--- src/rtl/lcd_xfer_pkg.sv ---
package lcd_xfer_pkg;

  localparam int unsigned BYTE_W = 8;
  localparam int unsigned NIB_W  = 4;

  // command byte whose execution needs the long recovery wait
  localparam logic [BYTE_W-1:0] CLEAR_CMD = 8'h01;

  typedef enum logic [2:0] {
    PH_IDLE,
    PH_SETUP,
    PH_STROBE,
    PH_GAP,
    PH_WAIT
  } phase_t;

endpackage

--- src/rtl/lcd_xfer_timer.sv ---
module lcd_xfer_timer #(
  parameter int unsigned CNT_W = 17
) (
  input  logic             clk,
  input  logic             rst,
  input  logic             load,
  input  logic [CNT_W-1:0] load_val,
  output logic             expired
);

  logic [CNT_W-1:0] cnt;

  always_ff @(posedge clk) begin
    if (rst) begin
      cnt <= '0;
    end else if (load) begin
      cnt <= load_val;
    end else if (cnt != '0) begin
      cnt <= cnt - 1'b1;
    end
  end

  assign expired = (cnt == '0);

endmodule

--- src/rtl/lcd_xfer_seq.sv ---
module lcd_xfer_seq
  import lcd_xfer_pkg::*;
#(
  parameter int unsigned SETUP_CYC     = 2,
  parameter int unsigned PULSE_CYC     = 12,
  parameter int unsigned NIB_GAP_CYC   = 50,
  parameter int unsigned HOLD_CYC      = 1,
  parameter int unsigned BYTE_GAP_CYC  = 2000,
  parameter int unsigned CLEAR_GAP_CYC = 82000,
  parameter int unsigned CNT_W         = 17
) (
  input  logic              clk,
  input  logic              rst,
  input  logic              in_valid,
  output logic              in_ready,
  input  logic [BYTE_W-1:0] in_data,
  input  logic              in_rs,
  input  logic              in_nib_mode,
  output logic [NIB_W-1:0]  lcd_d,
  output logic              lcd_rs,
  output logic              lcd_en,
  output logic              tmr_load,
  output logic [CNT_W-1:0]  tmr_val,
  input  logic              tmr_expired
);

  localparam logic [CNT_W-1:0] LD_SETUP = CNT_W'(SETUP_CYC - 1);
  localparam logic [CNT_W-1:0] LD_PULSE = CNT_W'(PULSE_CYC - 1);
  localparam logic [CNT_W-1:0] LD_GAP   = CNT_W'(NIB_GAP_CYC - SETUP_CYC - 1);
  localparam logic [CNT_W-1:0] LD_HOLD  = CNT_W'(HOLD_CYC - 1);
  localparam logic [CNT_W-1:0] LD_BYTE  = CNT_W'(BYTE_GAP_CYC - 1);
  localparam logic [CNT_W-1:0] LD_CLEAR = CNT_W'(CLEAR_GAP_CYC - 1);

  phase_t             phase;
  logic [NIB_W-1:0]   lo_nib;
  logic               lo_pend;
  logic               nib_q;
  logic               clear_q;
  logic               accept;

  assign accept = in_valid && in_ready;

  // timer reload for the phase being entered
  always_comb begin
    tmr_load = 1'b0;
    tmr_val  = '0;
    unique case (phase)
      PH_IDLE: begin
        tmr_load = accept;
        tmr_val  = LD_SETUP;
      end
      PH_SETUP: begin
        tmr_load = tmr_expired;
        tmr_val  = LD_PULSE;
      end
      PH_STROBE: begin
        tmr_load = tmr_expired;
        if (lo_pend)      tmr_val = LD_GAP;
        else if (nib_q)   tmr_val = LD_HOLD;
        else if (clear_q) tmr_val = LD_CLEAR;
        else              tmr_val = LD_BYTE;
      end
      PH_GAP: begin
        tmr_load = tmr_expired;
        tmr_val  = LD_SETUP;
      end
      default: begin
        tmr_load = 1'b0;
        tmr_val  = '0;
      end
    endcase
  end

  always_ff @(posedge clk) begin
    if (rst) begin
      phase    <= PH_IDLE;
      in_ready <= 1'b1;
      lcd_en   <= 1'b0;
      lcd_d    <= '0;
      lcd_rs   <= 1'b0;
      lo_nib   <= '0;
      lo_pend  <= 1'b0;
      nib_q    <= 1'b0;
      clear_q  <= 1'b0;
    end else begin
      unique case (phase)
        PH_IDLE: begin
          if (accept) begin
            lcd_d    <= in_nib_mode ? in_data[NIB_W-1:0] : in_data[BYTE_W-1:NIB_W];
            lcd_rs   <= in_rs;
            lo_nib   <= in_data[NIB_W-1:0];
            lo_pend  <= !in_nib_mode;
            nib_q    <= in_nib_mode;
            clear_q  <= !in_rs && (in_data == CLEAR_CMD);
            in_ready <= 1'b0;
            phase    <= PH_SETUP;
          end
        end
        PH_SETUP: begin
          if (tmr_expired) begin
            lcd_en <= 1'b1;
            phase  <= PH_STROBE;
          end
        end
        PH_STROBE: begin
          if (tmr_expired) begin
            lcd_en <= 1'b0;
            phase  <= lo_pend ? PH_GAP : PH_WAIT;
          end
        end
        PH_GAP: begin
          if (tmr_expired) begin
            lcd_d   <= lo_nib;
            lo_pend <= 1'b0;
            phase   <= PH_SETUP;
          end
        end
        PH_WAIT: begin
          if (tmr_expired) begin
            in_ready <= 1'b1;
            phase    <= PH_IDLE;
          end
        end
        default: phase <= PH_IDLE;
      endcase
    end
  end

endmodule

--- src/rtl/lcd_nibble_xfer.sv ---
module lcd_nibble_xfer
  import lcd_xfer_pkg::*;
#(
  parameter int unsigned SETUP_CYC     = 2,
  parameter int unsigned PULSE_CYC     = 12,
  parameter int unsigned NIB_GAP_CYC   = 50,
  parameter int unsigned HOLD_CYC      = 1,
  parameter int unsigned BYTE_GAP_CYC  = 2000,
  parameter int unsigned CLEAR_GAP_CYC = 82000
) (
  input  logic              clk,
  input  logic              rst,
  input  logic              in_valid,
  output logic              in_ready,
  input  logic [BYTE_W-1:0] in_data,
  input  logic              in_rs,
  input  logic              in_nib_mode,
  output logic [NIB_W-1:0]  lcd_d,
  output logic              lcd_rs,
  output logic              lcd_rw,
  output logic              lcd_en
);

  localparam int unsigned MAX_A   = (PULSE_CYC > NIB_GAP_CYC) ? PULSE_CYC : NIB_GAP_CYC;
  localparam int unsigned MAX_B   = (BYTE_GAP_CYC > CLEAR_GAP_CYC) ? BYTE_GAP_CYC : CLEAR_GAP_CYC;
  localparam int unsigned MAX_C   = (HOLD_CYC > SETUP_CYC) ? HOLD_CYC : SETUP_CYC;
  localparam int unsigned MAX_AB  = (MAX_A > MAX_B) ? MAX_A : MAX_B;
  localparam int unsigned MAX_ALL = (MAX_AB > MAX_C) ? MAX_AB : MAX_C;
  localparam int unsigned CNT_W   = $clog2(MAX_ALL + 1);

  logic             tmr_load;
  logic [CNT_W-1:0] tmr_val;
  logic             tmr_expired;

  // write-only display: never request a read
  assign lcd_rw = 1'b0;

  lcd_xfer_seq #(
    .SETUP_CYC    (SETUP_CYC),
    .PULSE_CYC    (PULSE_CYC),
    .NIB_GAP_CYC  (NIB_GAP_CYC),
    .HOLD_CYC     (HOLD_CYC),
    .BYTE_GAP_CYC (BYTE_GAP_CYC),
    .CLEAR_GAP_CYC(CLEAR_GAP_CYC),
    .CNT_W        (CNT_W)
  ) u_seq (
    .clk        (clk),
    .rst        (rst),
    .in_valid   (in_valid),
    .in_ready   (in_ready),
    .in_data    (in_data),
    .in_rs      (in_rs),
    .in_nib_mode(in_nib_mode),
    .lcd_d      (lcd_d),
    .lcd_rs     (lcd_rs),
    .lcd_en     (lcd_en),
    .tmr_load   (tmr_load),
    .tmr_val    (tmr_val),
    .tmr_expired(tmr_expired)
  );

  lcd_xfer_timer #(
    .CNT_W(CNT_W)
  ) u_timer (
    .clk     (clk),
    .rst     (rst),
    .load    (tmr_load),
    .load_val(tmr_val),
    .expired (tmr_expired)
  );

endmodule

--- config.mk ---
export PLATFORM = sky130hd
export DESIGN_NAME = lcd_nibble_xfer
export DESIGN_NICKNAME = d
export VERILOG_FILES = /design/src/rtl/lcd_xfer_pkg.sv /design/src/rtl/lcd_xfer_timer.sv /design/src/rtl/lcd_xfer_seq.sv /design/src/rtl/lcd_nibble_xfer.sv
export SDC_FILE = /design/constraint.sdc
export NUM_CORES = 1
export LEC_CHECK = 0
export BUFFER_PORTS_ARGS = -buffer_cell sky130_fd_sc_hd__buf_2
export CAP_MARGIN = 20
export CORE_AREA = 2 2 68 77
export CTS_BUF_LIST = sky130_fd_sc_hd__clkbuf_4
export CTS_CLUSTER_DIAMETER = 120
export DETAILED_ROUTE_END_ITERATION = 7
export DIE_AREA = 0 0 70 79
export GPL_ROUTABILITY_DRIVEN = 0
export GPL_TIMING_DRIVEN = 1
export PLACE_DENSITY_LB_ADDON = 0.1
export SYNTH_ARGS = -nofsm -noshare
export SYNTH_HDL_FRONTEND = slang
export SYNTH_HIERARCHICAL = 1
export SYNTH_SLANG_ARGS = --single-unit
--- constraint.sdc ---
create_clock -name clk -period 3.4 [get_ports clk]
set_input_delay 0.34 -clock clk [delete_from_list [all_inputs] [get_ports clk]]
set_output_delay 0.34 -clock clk [all_outputs]
set_load 0.01 [all_outputs]
Yosys cells after proc, flatten, opt, wreduce, memory -nomap -nowiden
Cells that the tools add are included.
{"block": "totals", "regBits": 34, "inputBits": 13, "out_inout_bits": 8}
{"block": "classes", "addsub": 1, "n_eq_ne": 10, "muxes": 25, "n_reduce_logical": 18}
{"op": "two-way mux 17 bit", "count": 5}
{"op": "one-hot mux 17 bit (3 select lines)", "count": 1}
{"op": "two-way mux 3 bit", "count": 6}
{"op": "logical NOT 17 bit", "count": 1}
{"op": "nonzero test 17 bit", "count": 1}
{"op": "subtractor 17 x 1 -> 17 bit, second input constant", "count": 1}
{"op": "one-hot mux 3 bit (5 select lines)", "count": 1}
{"op": "two-way mux 4 bit", "count": 3}
{"op": "AND reduction 3 bit", "count": 3}
{"op": "== test 8 x 1 -> 1 bit, second input constant", "count": 1}
{"op": "inequality test 2 bit, second input constant", "count": 4}
{"op": "one-hot mux 1 bit (2 select lines)", "count": 4}
{"op": "one-hot mux 4 bit (2 select lines)", "count": 1}
{"op": "nonzero test 2 bit", "count": 4}
{"op": "== test 3 x 2 -> 1 bit, second input constant", "count": 2}
{"op": "AND reduction 5 bit", "count": 1}
{"op": "two-way mux 1 bit", "count": 4}
{"op": "== test 3 x 1 -> 1 bit, second input constant", "count": 1}
{"op": "== test 3 bit, second input constant", "count": 1}
{"op": "logical NOT 3 bit", "count": 1}
{"op": "OR reduction 3 bit", "count": 1}
{"op": "logical AND 1 bit", "count": 2}
{"op": "logical NOT 1 bit", "count": 2}
{"op": "inequality test 2 x 1 -> 1 bit, second input constant", "count": 1}
{"op": "other kinds (2)", "count": 2}

Logic depth before layout (Yosys ltp)
Gate-level depths: netlist of run 1.
{"block": "logic_depth", "depth_word": 5, "depth_mapped": 13, "depth_no_buf": 11}

Cells and area by module
The synthesis of run 1 kept the hierarchy.
{"mod": "lcd_xfer_seq", "instances": 1, "cells_each": 131, "area_each_um2": 1128.6}
{"mod": "lcd_xfer_timer", "instances": 1, "cells_each": 112, "area_each_um2": 930.9}
{"mod": "lcd_nibble_xfer", "instances": 1, "cells_each": 2, "area_each_um2": 11.3}

Worst setup path after synthesis of run 1
No wires, ideal clock.
{"block": "synth_timing", "kind": "reg2reg", "from": "register u_timer.cnt[0]", "to": "register u_timer.cnt[0]", "setup_time_ns": 0.133, "arrival_time_ns": 2.663, "t_required_ns": 3.267, "slack_ns": 0.604, "path_stages_with_launch": 14, "path_buffers": 2, "synth_period_minus_slack_ns": 2.796, "path_cell_list": "dfxtp_1 inv_1 ha_1 nor4b_1 nand4b_1 or2_4 inv_2 clkbuf_1 o21ai_0 a21oi_1 clkbuf_1 nor3_1 mux2i_1 o21ai_0"}
{"block": "synth_between", "elab_chain_cells": 3, "word_cells_on_any_way": 7, "cone_classes": "add/sub: 1; mux: 3; reduce/logical: 3"}
{"item": "from (decl)", "line": "lcd_xfer_timer.sv:11", "source": "logic [CNT_W-1:0] cnt;"}
{"item": "from (signal assigned)", "line": "lcd_xfer_timer.sv:17", "source": "cnt <= load_val;"}
{"item": "from (signal assigned)", "line": "lcd_xfer_timer.sv:19", "source": "cnt <= cnt - 1'b1;"}
{"item": "logical NOT 17 bit (*)", "line": "lcd_xfer_timer.sv:23", "source": "assign expired = (cnt == '0);"}
{"item": "net tmr_expired", "line": "lcd_nibble_xfer.sv:33", "source": "logic tmr_expired;"}
{"item": "one-hot mux 1 bit (2 select lines) (*)", "line": "lcd_xfer_seq.sv:47", "source": "unique case (phase)"}
{"item": "net tmr_load", "line": "lcd_nibble_xfer.sv:31", "source": "logic tmr_load;"}
{"item": "two-way mux 17 bit / nonzero test 2 bit (equally long branches)"}
The timed path passes the listed nets; every way through them passes the cells marked *. The select of a mux whose other input is x is not followed.
A chain may end at the register's enable or synchronous reset.

Worst setup path in the final report of run 1
{"block": "layout_timing", "from": "register u_timer.cnt[0]", "to": "register u_timer.cnt[7]"}
The elaborated chain is that of the path after synthesis.

==> impl_summary.log, run 1 <==
INFO  metric cts_htree_levels = 2
INFO  metric period_share = 87.9%
INFO  metric rows = 27
INFO  metric grt.met2_usage = 28.5%
INFO  metric ys_types = 57
INFO  metric die_outline_area = 5530 um2
INFO  metric final_min_period = 2.99 ns
INFO  metric power = 1.51 mW
INFO  metric tritoncts.num_buffers = 5
INFO  metric layout_cell_share_with_drive_strength_beyond_1 = 17.1%
INFO  metric max_cap_violations = 0
INFO  metric route.antenna.remaining_nets = 0
INFO  metric max_freq = 335 MHz
INFO  metric min_delay_worst_type = input port to flip-flop
INFO  metric first_iter_violations = 44
INFO  metric ios = 21
INFO  metric setup-violations-final = 0
INFO  metric gr-usage-all-layers = 16.8%
INFO  metric crit_fanout = 11
INFO  metric cts.repair.resized = 0
INFO  metric tightest_slew = 0.800 ns
INFO  metric core_region_area = 4800 um2
INFO  metric global_route.peak_usage_layer = met2
INFO  metric worst_setup_path_end_kind = flip-flop
INFO  metric worst_clock_skew = 0.00511 ns
INFO  metric initial_core_util = 43.2%
INFO  metric mappedNetlistArea = 2070 um2
INFO  metric yosysWarnings = 6
INFO  metric clock_tree_from_tritoncts = built
INFO  metric post_synthesis_sequential_area_ratio = 32.9%
INFO  metric grt_start_max_net_pins = 34
INFO  metric syn_area_per_cell = 8.45 um2
INFO  metric fillers = 517
INFO  metric cp_data_arrival_time = 3.25 ns
INFO  metric result_of_the_run = completed
INFO  metric async_reset_ff_share = 0%
INFO  metric synth_enable_flop_cells = 0
INFO  metric wire_per_inst = 14.1 um
INFO  metric num_antenna_cells = 0
INFO  metric synthCells = 245
INFO  metric worst_hold_path_cells = 3
INFO  metric vdd_ir_drop_max = 0.000271 V
INFO  metric most_instantiated_library_cell_after_synthesis = dfxtp_1
INFO  metric hold_vio_cnt_final = 0
INFO  metric worst_slew_margin_rel = 46.6%
INFO  metric die_y = 79 um
INFO  metric post_synth_main_area_contributors = dfxtp_1, mux2i_1, buf_4
INFO  metric area_growth = 3.63%
INFO  metric drtPass1Iterations = 4
INFO  metric totalWireLength = 4.36 mm
INFO  metric dp.final_hpwl = 3.12 mm
INFO  metric fp.dieW = 70 um
INFO  metric power.density = 705 nW/um2
INFO  metric routing_usage_on_met1 = 20.5%
INFO  metric timing_worst_setup_path_type = flip-flop to flip-flop
INFO  metric global_route_wire_length_before_repair = 7.44 mm
INFO  metric vias_per_cell = 5.29
INFO  metric total_number_of_clock_tree_sinks = 34
INFO  metric leakagePower = 0.830 nW
INFO  metric number_of_global_route_vias_before_repair = 1620
INFO  metric timing_max_transition_violations_final = 0
INFO  metric clock_tree.root_cell = clkbuf_4
INFO  metric worst_skew_pair.late_latency = 0.33 ns
INFO  metric final.setup.tns = 0 ns
INFO  metric vias = 1641
INFO  metric synth_seq_cells = 34
INFO  metric clk_transition_reported_paths = 0.10 ns
INFO  metric worstRegToRegCells = 12
INFO  metric critPathRequiredTime = 3.66 ns
INFO  metric worst_setup_path_start_kind = flip-flop
INFO  metric nets = 267
INFO  metric postCtsHoldBufs = 0
INFO  metric buffer_ports.inserted = 19
INFO  metric clock_tree_buf_depth = 2
INFO  metric globalRouteOverflowTotal = 0
INFO  metric synth_largest_area_cell = dfxtp_1
INFO  metric groute.layer.met3.usage = 4.44%
INFO  metric postCtsSetupRepairBufs = 0
INFO  metric yosysTopAreaCellShare = 32.9%
INFO  metric drc = 0
INFO  metric antenna_found_initial = 0
INFO  metric synth.top_cells.by_count = dfxtp_1, nand2_1, o21ai_0
INFO  metric rsz0062_at_grt = false
INFO  metric most_used_dff_post_synth = dfxtp_1
==> layout by cell type, fill, tap and decap left out, types with 2 or more instances in the layout <==
cell,instances
dfxtp_1,34
nand2_1,22
buf_2,19
o21ai_0,16
a21oi_1,15
nor2_1,13
mux2i_1,12
nor3_1,10
nor2b_1,9
nand2b_1,8
xnor2_1,8
nand3_1,7
conb_1,6
a211o_1,6
clkbuf_4,5
inv_1,5
nor4_1,4
nor4bb_1,4
nand3b_1,3
a211oi_1,3
buf_4,3
nor4_2,2
nor3b_1,2
or3_1,2
o21ai_1,2
xor2_1,2
a32o_1,2
==> critical path, cell delays in order (launching register included) <==
cell      delay, ns
dfxtp_1        0.35
inv_1          0.08
ha_1           0.22
nor4b_1        0.36
nand4b_1       0.26
or2_4          0.33
inv_2          0.15
o21ai_0        0.11
a21oi_1        0.44
nor2b_1        0.26
buf_4          0.21
nand2_1        0.06
o21ai_0        0.08
==> layer usage <==
metal / wire length [um] / vias up
met5: 0 / -
met4: 69 / 0
met3: 118 / 7
met2: 2050 / 25
met1: 2120 / 745
li1: - / 864
==> final timing paths <==
path / from / endpoint / slack, ns
worst max register to register: u_timer/cnt[0]$_SDFFE_PP0P_ / u_timer/cnt[7]$_SDFFE_PP0P_ / 0.41
worst min-delay path: in_data[1] / u_seq/lo_nib[1]$_SDFFE_PP0P_ / 0.28
worst max-delay path: u_timer/cnt[0]$_SDFFE_PP0P_ / u_timer/cnt[7]$_SDFFE_PP0P_ / 0.41
worst min register to register: u_seq/lcd_d[2]$_SDFFE_PP0P_ / u_seq/lcd_d[2]$_SDFFE_PP0P_ / 0.48
==> sequential cells by signal (all words and copies together), names as in the netlist <==
signal and cells:
u_seq/lcd_rs 1, u_seq/in_ready 1, u_timer/cnt 17, u_seq/lo_nib 4
u_seq/phase 3, u_seq/lo_pend 1, u_seq/lcd_d 4, u_seq/clear_q 1
u_seq/nib_q 1, u_seq/lcd_en 1
==> kinds of logic after synthesis <==
| kind of cell | Yosys count | share of synthesized area, % |
|---|---|---|
| multiplexers | 13 | 6.34 |
| flip-flops | 34 | 32.9 |
| adder cells (fa/ha/maj) | 1 | 0.604 |
| AO/OA/AOI/OAI | 53 | 16.6 |
| other | 2 | 0.363 |
| XOR/XNOR | 10 | 4.23 |
| AND/OR/NAND/NOR | 101 | 29.7 |
| buffers and inverters | 31 | 9.36 |
==> metrics by stage <==
| stage | setup slack [ns] | hold WS [ns] | instance area [um2] | utilization (%) | cells |
|---|---|---|---|---|---|
| after floorplan | 0.604 | 0.454 | 2090 | - | 249 |
| after global placement | 0.538 | 0.461 | 2100 | 43.9 | 304 |
| after detailed placement | 0.489 | 0.469 | 2100 | 43.9 | 304 |
| after CTS | 0.450 | 0.254 | 2150 | 44.7 | 310 |
| after global routing | 0.0940 | 0.271 | 2150 | 44.7 | 310 |
| final | 0.413 | 0.277 | 2150 | 44.7 | 310 |
==> where the power goes <==
| group | switching, mW | internal, mW | leakage [nW] |
|---|---|---|---|
| combinational | 0.374 | 0.347 | 0.527 |
| clock | 0.132 | 0.0707 | 0.0246 |
| sequential | 0.103 | 0.485 | 0.279 |
| total | 0.609 | 0.903 | 0.830 |
==> final cells by class <==
type | instances | area (um2) | share of cell area (%)
multi-input combinational | 184 | 1210 | 56.4
sequential | 34 | 681 | 31.7
timing repair buffer | 22 | 118 | 5.48
tap | 58 | 72.6 | 3.38
clock buffer | 5 | 37.5 | 1.75
inverter | 6 | 22.5 | 1.05
clock inverter | 1 | 3.75 | 0.175
No activity file was read; power rests on OpenSTA's default activity.
==> run 2: changes to the inputs <==
--- a/config.mk
+++ b/config.mk
@@ -5,13 +5,14 @@
 export SDC_FILE = /design/constraint.sdc
 export NUM_CORES = 1
 export LEC_CHECK = 0
+export ABC_AREA = 1
 export BUFFER_PORTS_ARGS = -buffer_cell sky130_fd_sc_hd__buf_2
 export CAP_MARGIN = 20
-export CORE_AREA = 2 2 68 77
+export CORE_AREA = 2 2 70 79
 export CTS_BUF_LIST = sky130_fd_sc_hd__clkbuf_4
 export CTS_CLUSTER_DIAMETER = 120
 export DETAILED_ROUTE_END_ITERATION = 7
-export DIE_AREA = 0 0 70 79
+export DIE_AREA = 0 0 72 81
 export GPL_ROUTABILITY_DRIVEN = 0
 export GPL_TIMING_DRIVEN = 1
 export PLACE_DENSITY_LB_ADDON = 0.1
==> run 2 against run 1 <==
  * Sequential cell count unchanged
  * Combinational power up 77%
  * Critical path type unchanged
  * Via count up 21%
  * Critical path depth unchanged
  * First-iteration DRC count up 25%
  * Wire length up 6.9%
  * Cell area up 8.6%
  * Area after synthesis up 6.9%
  * Sequential power up 7.0%
  * Clock-buffer cell count up 1
  * Hold slack better by 0.0035 ns
  * Critical endpoint is now u_timer/cnt[1]$_SDFFE_PP0P_
==> impl_summary.log, run 2 <==
INFO  metric result_of_the_run = completed
INFO  metric clock_tree_buf_depth = 2 (unchanged)
INFO  metric total_switching_power = 1.08 mW (+77%)
INFO  metric setup_ws = 0.955 ns (+0.543 ns)
INFO  metric fp.dieW = 72 um (+2.9%)
INFO  metric share_comb_of_total_power = 60.0% (+12 points)
INFO  metric most_frequent_cells_in_the_layout = nand2_1, nor2_1, dfxtp_1
INFO  metric post_dp_cell_area = 2280 um2 (+8.2%)
INFO  metric synth.top_cells.by_count = nand2_1, nor2_1, dfxtp_1
INFO  metric finalNonFillerCells = 415 (+34%)
INFO  metric power.density = 915 nW/um2 (+30%)
INFO  metric layout_cell_share_with_drive_strength_beyond_1 = 16.6% (-0.44 points)
INFO  metric post-route-cell-area = 2330 um2 (+8.6%)
INFO  metric drtPass1Iterations = 4 (unchanged)
INFO  metric gr-usage-all-layers = 17.6% (+0.76 points)
INFO  metric total_number_of_clock_tree_sinks = 34 (unchanged)
INFO  metric leakagePower = 1.15 nW (+39%)
INFO  metric worst_skew_pair.late_latency = 0.34 ns (about the same)
INFO  metric max_freq = 409 MHz (+22%)
INFO  metric clk_transition_reported_paths = 0.11 ns (about the same)
INFO  metric synth_enable_flop_cells = 0 (unchanged)
INFO  metric synth_largest_area_cell = dfxtp_1
INFO  metric global_route_wire_length_before_repair = 7.94 mm (+6.7%)
INFO  metric grt_start_max_net_pins = 24 (-29%)
INFO  metric critPathRequiredTime = 3.68 ns (+0.02 ns)
INFO  metric worst_setup_path_end_kind = flip-flop
INFO  metric timing_worst_setup_path_type = flip-flop to flip-flop
INFO  metric post_synth_main_area_contributors = dfxtp_1, nand2_1, nor2_1
INFO  metric most_used_dff_post_synth = dfxtp_1
INFO  metric rsz0062_at_grt = false
INFO  metric wire_per_inst = 11.2 um (-20%)
INFO  metric syn_area_per_cell = 6.45 um2 (-24%)
INFO  metric period_share = 71.9% (-16 points)
INFO  metric vdd_ir_drop_max = 0.000369 V (+36%)
INFO  metric dp_slack = 0.980 ns (+0.490 ns)
INFO  metric placedCellCount = 407 (+34%)
INFO  metric vias = 1984 (+21%)
INFO  metric tritoncts.num_buffers = 5 (unchanged)
INFO  metric synth_seq_cells = 34 (unchanged)
INFO  metric cts_htree_levels = 2 (unchanged)
INFO  metric nets = 368 (+38%)
INFO  metric mappedNetlistArea = 2210 um2 (+6.9%)
INFO  metric switching_share = 50.6% (+10 points)
INFO  metric final_min_period = 2.44 ns (-0.543 ns)
INFO  metric rows = 28 (+3.7%)
INFO  metric clock_tree.root_cell = clkbuf_4
INFO  metric tightest_slew = 0.711 ns (-0.0892 ns)
INFO  metric max_cap_violations = 0 (unchanged)
INFO  metric crit_fanout = 14 (+3)
INFO  metric area_growth = 5.31%
INFO  metric timing_max_transition_violations_final = 0 (unchanged)
INFO  metric globalRouteOverflowTotal = 0 (unchanged)
INFO  metric dp.final_hpwl = 3.59 mm (+15%)
INFO  metric hold_vio_cnt_final = 0 (unchanged)
INFO  metric drc = 0 (unchanged)
INFO  metric most_instantiated_library_cell_after_synthesis = nand2_1
INFO  metric pwr-share-seq = 29.5% (-9.4 points)
INFO  metric die_y = 81 um (+2.5%)
INFO  metric postCtsSetupRepairBufs = 0 (unchanged)
INFO  metric first_iter_violations = 55 (+25%)
INFO  metric fillers = 553 (+7.0%)
INFO  metric totalWireLength = 4.66 mm (+6.9%)
INFO  metric post_synthesis_sequential_area_ratio = 30.8% (-2.1 points)
INFO  metric power.clock.fraction = 10.5% (-2.9 points)
INFO  metric number_of_flip_flops_under_the_largest_register_name = 17 (unchanged)
INFO  metric core_region_area = 5150 um2 (+7.4%)
INFO  metric postCtsHoldBufs = 0 (unchanged)
INFO  metric clock_tree_from_tritoncts = built
INFO  metric die_outline_area = 5830 um2 (+5.5%)
INFO  metric worst_clock_skew = 0.00854 ns (+0.00343 ns)
INFO  metric vias_per_cell = 4.78 (-9.7%)
INFO  metric async_reset_ff_share = 0% (unchanged)
INFO  metric worst_setup_path_start_kind = flip-flop
INFO  metric initial_core_util = 43.0% (-0.19 points)
INFO  metric antenna_found_initial = 0 (unchanged)
INFO  metric leading_cell_type_in_the_layout_fill_and_taps_excluded = nand2_1
INFO  metric num_antenna_cells = 0 (unchanged)
INFO  metric yosysWarnings = 6 (unchanged)
INFO  metric power = 2.13 mW (+41%)
INFO  metric route.antenna.remaining_nets = 0 (unchanged)
INFO  metric worst_slew_margin_rel = 52.1% (+5.6 points)
INFO  metric synthCells = 343 (+40%)
INFO  metric buffer_ports.inserted = 19 (unchanged)
INFO  metric hold_slack = 0.281 ns (+0.00355 ns)
INFO  metric internal_power = 1.05 mW (+17%)
INFO  metric final.setup.tns = 0 ns (unchanged)
INFO  metric top_register = u_timer/cnt
INFO  metric final_core_utilization = 45.3% (+0.53 points)
INFO  metric cts.repair.resized = 0 (unchanged)
INFO  metric setup-violations-final = 0 (unchanged)
INFO  metric largest_registers = u_timer/cnt x17, u_seq/lcd_d x4, u_seq/lo_nib x4
INFO  metric cp_data_arrival_time = 2.73 ns (-0.52 ns)
INFO  metric number_of_global_route_vias_before_repair = 1772 (+9.4%)
INFO  metric ios = 21 (unchanged)
INFO  metric ys_types = 37 (-35%)
INFO  metric min_delay_worst_type = input port to flip-flop
INFO  metric yosysTopAreaCellShare = 30.8% (-2.1 points)
## run 2: cell types whose count changed after synthesis, moves of 9 or more
cell and delta:
nand2_1 +81, nor2_1 +36, nor2b_1 -9, inv_1 +27, nand3_1 +10, mux2i_1 -10
## run 2: power groups by stage
stage	logic (mW)	registers, mW	clock network (mW)
final	1.28	0.629	0.225
after global routing	1.47	0.646	0.252
after CTS	1.30	0.630	0.235
after detailed placement	1.29	0.639	0
after global placement	1.29	0.638	0
after floorplan	1.10	0.626	0
## run 2: cell families after synthesis
group           count (synthesis)  share of synthesized area (%)
simple gates                  204                           44.2
buf+inv                        57                           12.3
compound gates                 40                           9.72
flops                          34                           30.8
xor+xnor                        3                           1.19
other cells                     2                          0.339
mux                             2                          0.905
fa+ha+maj                       1                          0.565
## run 2: layer usage
layer | wire length (um) | global-route usage (%) | up-vias | part of all wire [%]
li1 | - | - | 1079 | -
met1 | 2130 | 20.2 | 863 | 46
met2 | 2330 | 32.4 | 35 | 50
met3 | 136 | 3.35 | 7 | 2.9
met4 | 69 | 6.23 | 0 | 1.5
met5 | 0 | 0 | - | 0
## run 2: worst max-delay path: stages, from the launching register on
cell and delay, ns:
dfxtp_1 0.34, inv_1 0.09, ha_1 0.24, nand2_4 0.10, nor2_8 0.19, nand4_4 0.10, nor2_2 0.17, inv_1 0.13
o31ai_2 0.25, inv_1 0.26, nand4_4 0.28, nand2_1 0.08, a21oi_1 0.13
## run 2: layout make-up
type	count	area, um2	share of cell area [%]
repair buffers	20	103	4.40
well taps	60	75.1	3.22
multi-input cells	256	1280	54.9
inverters	37	139	5.96
clock inverters	2	8.76	0.376
clock buffers	6	45.0	1.93
flip-flops and latches	34	681	29.2
## run 2: final timing paths
kind	start	to	slack [ns]	depth (start not counted)
setup / recovery	u_timer/cnt[0]$_SDFFE_PP0P_	u_timer/cnt[1]$_SDFFE_PP0P_	0.96	12
hold / removal	in_rs	u_seq/clear_q$_SDFFE_PP0P_	0.28	4
setup reg to reg	u_timer/cnt[0]$_SDFFE_PP0P_	u_timer/cnt[1]$_SDFFE_PP0P_	0.96	12
hold reg to reg	u_seq/lo_nib[2]$_SDFFE_PP0P_	u_seq/lo_nib[2]$_SDFFE_PP0P_	0.46	2
